### config.mk
export PLATFORM = sky130hd
export DESIGN_NAME = blkchk_unit
export DESIGN_NICKNAME = d
export VERILOG_FILES = /design/src/rtl/blkchk_pkg.sv /design/src/rtl/blkchk_step.sv /design/src/rtl/blkchk_par.sv /design/src/rtl/blkchk_unit.sv
export SDC_FILE = /design/constraint.sdc
export NUM_CORES = 1
export LEC_CHECK = 0
export BUFFER_PORTS_ARGS = -buffer_cell sky130_fd_sc_hd__buf_2
export CORE_AREA = 2 2 100 78
export CTS_CLUSTER_SIZE = 25
export DETAILED_ROUTE_END_ITERATION = 12
export DIE_AREA = 0 0 102 80
export PLACE_DENSITY = 0.61
export SYNTH_ARGS = -nofsm -noshare
export SYNTH_HDL_FRONTEND = slang
export SYNTH_SLANG_ARGS = --single-unit
### constraint.sdc
create_clock -name clk -period 3.5 [get_ports clk]
set_input_delay 0 -clock clk [delete_from_list [all_inputs] [get_ports clk]]
set_output_delay 0 -clock clk [all_outputs]
set_load 0.005 [all_outputs]
### src/rtl/blkchk_pkg.sv
package blkchk_pkg;
    localparam int CHR_W   = 8;
    localparam int ACC_W   = 16;
    localparam int NCTX    = 2;
    localparam int CTX_TX  = 0;
    localparam int CTX_RX  = 1;
    localparam logic [ACC_W-1:0] POLY_REFL = 16'hA001;

    typedef struct packed {
        logic [ACC_W-1:0] acc;
        logic             crc;
    } ctx_t;

    typedef struct packed {
        ctx_t [NCTX-1:0] ctx;
        logic            par_err;
    } state_t;
endpackage

### src/rtl/blkchk_step.sv
module blkchk_step
    import blkchk_pkg::*;
#(
    parameter logic [ACC_W-1:0] POLY = POLY_REFL
) (
    input  logic [ACC_W-1:0] acc_i,
    input  logic [CHR_W-1:0] chr_i,
    input  logic             crc_i,
    output logic [ACC_W-1:0] nxt_o
);
    logic [ACC_W-1:0] crc_v;
    logic             fb;

    always_comb begin
        crc_v = acc_i;
        fb    = 1'b0;
        for (int b = 0; b < CHR_W; b++) begin
            fb    = crc_v[0] ^ chr_i[b];
            crc_v = crc_v >> 1;
            if (fb) crc_v = crc_v ^ POLY;
        end
        if (crc_i) nxt_o = crc_v;
        else       nxt_o = {{(ACC_W-CHR_W){1'b0}}, acc_i[CHR_W-1:0] ^ chr_i};
    end
endmodule

### src/rtl/blkchk_par.sv
module blkchk_par
    import blkchk_pkg::*;
#(
    parameter bit ODD = 1'b1
) (
    input  logic [CHR_W-1:0] chr_i,
    input  logic             act_i,
    input  logic             rx_bit_i,
    output logic             gen_o,
    output logic             bad_o
);
    always_comb begin
        gen_o = act_i ? ((^chr_i) ^ ODD) : 1'b0;
        bad_o = act_i && (((^chr_i) ^ rx_bit_i) != ODD);
    end
endmodule

### src/rtl/blkchk_unit.sv
module blkchk_unit
    import blkchk_pkg::*;
#(
    parameter bit ODD_PAR = 1'b1
) (
    input  logic             clk,
    input  logic             rst_n,
    input  logic             load_i,
    input  logic             chr_vld_i,
    input  logic             dir_i,
    input  logic [7:0]       chr_i,
    input  logic             rx_par_i,
    input  logic             mode_crc_i,
    input  logic             transp_i,
    input  logic [15:0]      preset_i,
    output logic [15:0]      tx_bcs_o,
    output logic             tx_crc_o,
    output logic             rx_err_o,
    output logic             par_bit_o,
    output logic             par_en_o,
    output logic             par_err_o
);
    state_t                      st_d, st_q;
    logic [NCTX-1:0][ACC_W-1:0]  step_nxt;
    logic                        par_act;
    logic                        par_bad;
    logic                        load_crc;

    for (genvar g = 0; g < NCTX; g++) begin : g_ctx
        blkchk_step #(.POLY(POLY_REFL)) u_step (
            .acc_i (st_q.ctx[g].acc),
            .chr_i (chr_i),
            .crc_i (st_q.ctx[g].crc),
            .nxt_o (step_nxt[g])
        );
    end

    assign par_act = !mode_crc_i && !transp_i;

    blkchk_par #(.ODD(ODD_PAR)) u_par (
        .chr_i    (chr_i),
        .act_i    (par_act),
        .rx_bit_i (rx_par_i),
        .gen_o    (par_bit_o),
        .bad_o    (par_bad)
    );

    always_comb begin
        st_d     = st_q;
        load_crc = mode_crc_i || transp_i;
        for (int c = 0; c < NCTX; c++) begin
            if (int'(dir_i) == c) begin
                if (load_i) begin
                    st_d.ctx[c].crc = load_crc;
                    st_d.ctx[c].acc = load_crc ? preset_i
                                    : {{(ACC_W-CHR_W){1'b0}}, preset_i[CHR_W-1:0]};
                end else if (chr_vld_i) begin
                    st_d.ctx[c].acc = step_nxt[c];
                end
            end
        end
        if (dir_i && load_i)               st_d.par_err = 1'b0;
        else if (dir_i && chr_vld_i && par_bad) st_d.par_err = 1'b1;
    end

    always_ff @(posedge clk or negedge rst_n) begin
        if (!rst_n) st_q <= '0;
        else        st_q <= st_d;
    end

    assign tx_bcs_o  = st_q.ctx[CTX_TX].acc;
    assign tx_crc_o  = st_q.ctx[CTX_TX].crc;
    assign rx_err_o  = st_q.ctx[CTX_RX].crc ? (st_q.ctx[CTX_RX].acc != '0)
                                            : (st_q.ctx[CTX_RX].acc[CHR_W-1:0] != '0);
    assign par_en_o  = par_act;
    assign par_err_o = st_q.par_err;
endmodule

Word-level counts from Yosys, hierarchy flattened
Cells that the tools add are included.

operators by class
  reduce and logical (&&, ||, !) cells = 17
  equal/unequal tests = 0
  $mul = 0
  shifts and indexed selects = 0
  order comparisons = 0
  div/mod/pow operators = 0
  $add $sub $neg = 0
  bitwise operators = 38
  mux-type cells = 27

operator list
  operator                     number
  16-bit two-way mux           23
  2-bit NOT with 3-bit output  16
  1-bit XOR                    17
  16-bit nonzero test          1
  8-bit XOR                    2
  2-bit AND reduction          4
  8-bit nonzero test           1
  8-bit XOR reduction          1
  1-bit logical AND            5
  1-bit two-way mux            4
  2-bit nonzero test           2
  1-bit NOT                    3
  1-bit logical NOT            2
  1-bit logical OR             1

storage, ports and cells
  input port bits = 32
  word-level logic and storage cells = 87
  register bits after elaboration = 35
  output and inout port bits = 21
  memories = 0
  bits in writable memories = 0
  bits in latches = 0
  ROM bits = 0

Longest topological paths before layout
  depth after elaboration = 19
  mapped depth = 7
  mapped depth without buffers = 6

Cells and area by module
From an unflattened synthesis, not the netlist that was laid out.

second synthesis, totals
  cell total of the unflattened synthesis = 287
  area total of the unflattened synthesis = 2722.6 um^2

modules (own cells, without submodules)
  module       instances  area an instance (um^2)  cells an instance  seq. area each (um^2)
  blkchk_unit  1          1823.0                   192                875.8
  blkchk_step  2          405.4                    42                 0.0
  blkchk_par   1          88.8                     11                 0.0

Least setup slack after synthesis
No wires, ideal clock.

  path type = flip-flop to flip-flop
  from = reg st_q, in the netlist tx_bcs_o[4]
  to = reg st_q, in the netlist tx_bcs_o[15]
  cell stages (with the launch flop) = 7
  data required time = 3.373 ns
  clock period less this slack = 1.689 ns
  data arrival time = 1.562 ns
  slack = 1.811 ns
  library setup time = 0.127 ns
  path buffers = 0
  path through = dfrtp_1 xnor3_1 xor2_1 xnor2_1 xnor2_1 a221oi_1 nor2_1

on the way
  longest elaborated chain between the ends = 16

RTL lines
  element                                RTL line           source
  start, declared                        blkchk_unit.sv:23  state_t st_d, st_q;
  start signal, assigned                 blkchk_unit.sv:68  else st_q <= st_d;
  16-bit two-way mux (*) (3 in a row)    blkchk_step.sv:20  if (fb) crc_v = crc_v ^ POLY;
  2-bit NOT with 3-bit output (no line)  n/a
  16-bit two-way mux (*)                 blkchk_step.sv:20
  1-bit XOR (*)                          blkchk_step.sv:18  fb = crc_v[0] ^ chr_i[b];
  16-bit two-way mux (*)                 blkchk_step.sv:20
  1-bit XOR (*)                          blkchk_step.sv:18
  16-bit two-way mux (*)                 blkchk_step.sv:20
  1-bit XOR (*)                          blkchk_step.sv:18
  16-bit two-way mux (*)                 blkchk_step.sv:20
  1-bit XOR (*)                          blkchk_step.sv:18
  16-bit two-way mux (*)                 blkchk_step.sv:20
  16-bit two-way mux (*)                 blkchk_step.sv:22  if (crc_i) nxt_o = crc_v;
  16-bit two-way mux (*)                 blkchk_unit.sv:57  end else if (chr_vld_i) begin
  16-bit two-way mux (*)                 blkchk_unit.sv:53  if (load_i) begin

Every way passes the cells marked *; elsewhere a longest branch is shown, timed or not. The select of a mux whose other input is x is not followed.
A chain may end at the register's enable or synchronous reset.

Final worst setup path
  from = reg st_q, in the netlist tx_bcs_o[5]
  to = reg st_q, in the netlist tx_bcs_o[14]

on the way
  longest elaborated chain between the ends = 14

RTL lines
  element                                RTL line
  16-bit two-way mux (*) (4 in a row)    blkchk_step.sv:20
  2-bit NOT with 3-bit output (no line)  n/a
  16-bit two-way mux (*)                 blkchk_step.sv:20
  1-bit XOR (*)                          blkchk_step.sv:18
  16-bit two-way mux (*)                 blkchk_step.sv:20
  1-bit XOR (*)                          blkchk_step.sv:18
  16-bit two-way mux (*) (2 in a row)    blkchk_step.sv:20
  16-bit two-way mux (*)                 blkchk_step.sv:22
  16-bit two-way mux (*)                 blkchk_unit.sv:57
  16-bit two-way mux (*)                 blkchk_unit.sv:53

Marks and branches as above.

==> results.md <==
- Run status: complete, no violations
- Pre-CTS setup slack: 1.47 ns
- Least-Margin Pin Slew: 1.14 ns
- CP dominant cell by count: xnor2_1
- Share of layout cells above drive strength 1: 21.5%
- Worst Path Required: 3.67 ns
- Worst Hold Depth: 3
- Avg Inst Size Synth: 8.96 sq um
- CTS tree: done
- Gpl congestion: 0.903
- Largest delay share family, worst path: XOR/XNOR gates
- CTS Root Cell: clkbuf_8
- R2r startpoint: tx_bcs_o[5]
- P_leak: 0.00120 uW
- CP max-delay cell: dfrtp_1
- Core area: 0.00716 sq mm
- CTS buffer count: 5
- Nets@finish: 347
- Mapped Area: 0.00244 sq mm
- Most frequent cells in the layout: 52 x buf_2, 44 x nor2_1, 35 x dfrtp_1
- Crit path from: tx_bcs_o[5]
- CP Max Fanout: 3
- FP Rows: 27
- Routed wire length: 7110 microns
- Post_cts resized: 0
- Post-synth cell types: 38
- Capture point of the worst reg-to-reg path: tx_bcs_o[14]
- Minimum clock period: 1.98 ns
- Ant. Diodes: 0
- Max Freq: 506 MHz
- Die height: 80 microns
- Worst setup EP type: flip-flop
- Crit Path Class: flip-flop to flip-flop
- Setup TNS: 0 ns
- CP Cell Sequence: xnor2_1 > xnor2_1 > xnor2_2 > xnor2_1 > a221oi_1 > nor2_1
- Synthesized Nets: 304
- Seq/Total Area, Yosys: 35.9%
- PortBufs: 52
- Synth Warn #: 0
- Tcrit/Tclk final: 56.5%
- Mapped Cells: 272
- Ports: 53
- GRT Util Overall: 18.4%
- Max Cap Viol: 0
- Number of synthesized flops with an enable pin: 0
- Vias in the first global route: 2075
- First-pass GRT wire length: 11300 microns
- Max VDD drop: 184 uV
- Full die area: 0.00816 sq mm
- CTS Sinks: 35
- Worst skew pair latency: 0.30 ns
- First DRT Iteration DRCs: 144
- CTS max path bufs: 2
- CP Capture Point: tx_bcs_o[14]
- Most common cell after layout, fill and taps aside: buf_2
- Largest net degree at the start of global routing: 39
- R2R cell count: 6
- Hold crit path type: primary input to flip-flop
- Critical path buffers and inverters: 0
- CP arrival: 2.15 ns
- Initial antenna violation count: 0
- Starting density of the core: 34.0%
- Vias: 2175
- WP depth: 6
- CP startpoint kind: flip-flop
- Layout area overhead: 17.1%
- Register bit total from synthesis: 35
- Drc violations: 0
- Pre-Repair DR Iteration Count: 5
- Die X: 102 microns
- R2R setup slack: 1.52 ns
- Grt ovf: 0
- Final worst slack: 1.52 ns
- H-tree depth: 2
- Final setup fails: 0
- CTS clk-pin slew, worst paths: 0.08 ns
- Rel. slew slack: 23.6%
- Power density cells: 635 mW/mm^2
- Ys async rst share: 100%
- Setup bufs post-CTS: 0
- Fin. max-slew vios: 0
- Worst clock skew: 0.00926 ns
- CP peak stage delay: 0.42 ns
- Remaining antenna violation count: 0
- Final hold violation count: 0
- Ys flop type: dfrtp_1
- Avg WL per Cell: 17.0 microns
- Vias per cell: 5.22
- Hold_buf cts: 3
- RSZ-0062 raised after global routing: false
- DP HPWL: 5230 microns
==> cell usage after synthesis, types with 2 or more instances <==
library cell	instances	area (sq um)
nor2_1	44	165
dfrtp_1	35	876
xnor2_1	32	280
o21ai_0	23	115
nand2_1	16	60.1
xor2_1	15	131
clkbuf_1	14	52.6
a21oi_1	13	65.1
a221oi_1	13	114
nor2b_1	13	81.3
nor3_1	5	25.0
a222oi_1	4	40.0
o31ai_1	4	30.0
buf_1	3	11.3
mux2i_1	3	30.0
nand3_1	3	15.0
xnor3_1	3	67.6
a211oi_1	2	15.0
a22oi_1	2	15.0
a41oi_1	2	17.5
nor4_1	2	12.5
or2_2	2	12.5
or4_1	2	15.0
xnor2_2	2	32.5
xor2_2	2	32.5
==> registers in the layout, indices dropped and copies added, names as in the netlist <==
name and flops:
tx_crc_o 1, tx_bcs_o 16, st_q 17, par_err_o 1
==> worst min path at each step <==
stage	startpoint	endpoint	slack (ns)
2_1_floorplan	rst_n	par_err_o	-0.30
3_3_place_gp	rst_n	st_q[26]	0.15
3_5_place_dp	rst_n	st_q[26]	0.16
4_1_cts	preset_i[13]	st_q[32]	0.009
5_1_grt	preset_i[13]	tx_bcs_o[13]	0.04
6_report	preset_i[13]	st_q[32]	0.02
==> tightest hold or removal path: stages <==
cell and delay (ns):
buf_2 0.11, a221oi_1 0.08, nor2_1 0.09
==> metal layers <==
metal / routed length (microns) / GRT usage [%] / up-vias / share of wire, %
met5: 0 / 0 / - / 0
met3: 509 / 4.03 / 12 / 7.2
li1: - / - / 1037 / -
met4: 119 / 6.53 / 0 / 1.7
met2: 2980 / 26.1 / 78 / 42
met1: 3500 / 27.2 / 1048 / 49
==> final cells by class <==
type | count | area, sq um
Sequential cell | 35 | 876
Multi-Input combinational cell | 217 | 1470
Fill cell | 763 | 4310
Clock buffer | 7 | 76.3
Clock inverter | 1 | 5.00
Timing Repair Buffer | 56 | 298
Tap cell | 101 | 126
==> logic make-up after synthesis <==
kind of cell,after synthesis,synth area share (%)
simple gates,91,17.0
mux,3,1.23
compound gates,68,18.7
buf+inv,20,3.59
flops,35,35.9
xor+xnor,55,23.5
==> stage by stage <==
step | util (%) | power [uW] | hold WS, ns | std cells | area (sq um)
2_1_floorplan | - | 1290 | -0.296 | 272 | 2440
3_3_place_gp | 38.3 | 1500 | 0.152 | 406 | 2740
3_5_place_dp | 38.3 | 1510 | 0.161 | 406 | 2740
4_1_cts | 39.9 | 1820 | 0.00901 | 417 | 2860
5_1_grt | 39.9 | 1940 | 0.0401 | 417 | 2860
6_report | 39.9 | 1810 | 0.0178 | 417 | 2860
==> power breakdown <==
| group | switching [uW] | leakage (uW) | internal, uW | total, uW |
|---|---|---|---|---|
| Clock | 161 | 0.0000422 | 140 | 301 |
| Combinational | 452 | 0.000742 | 441 | 893 |
| Sequential | 122 | 0.000421 | 498 | 620 |
(Power assumes the default switching activity.)
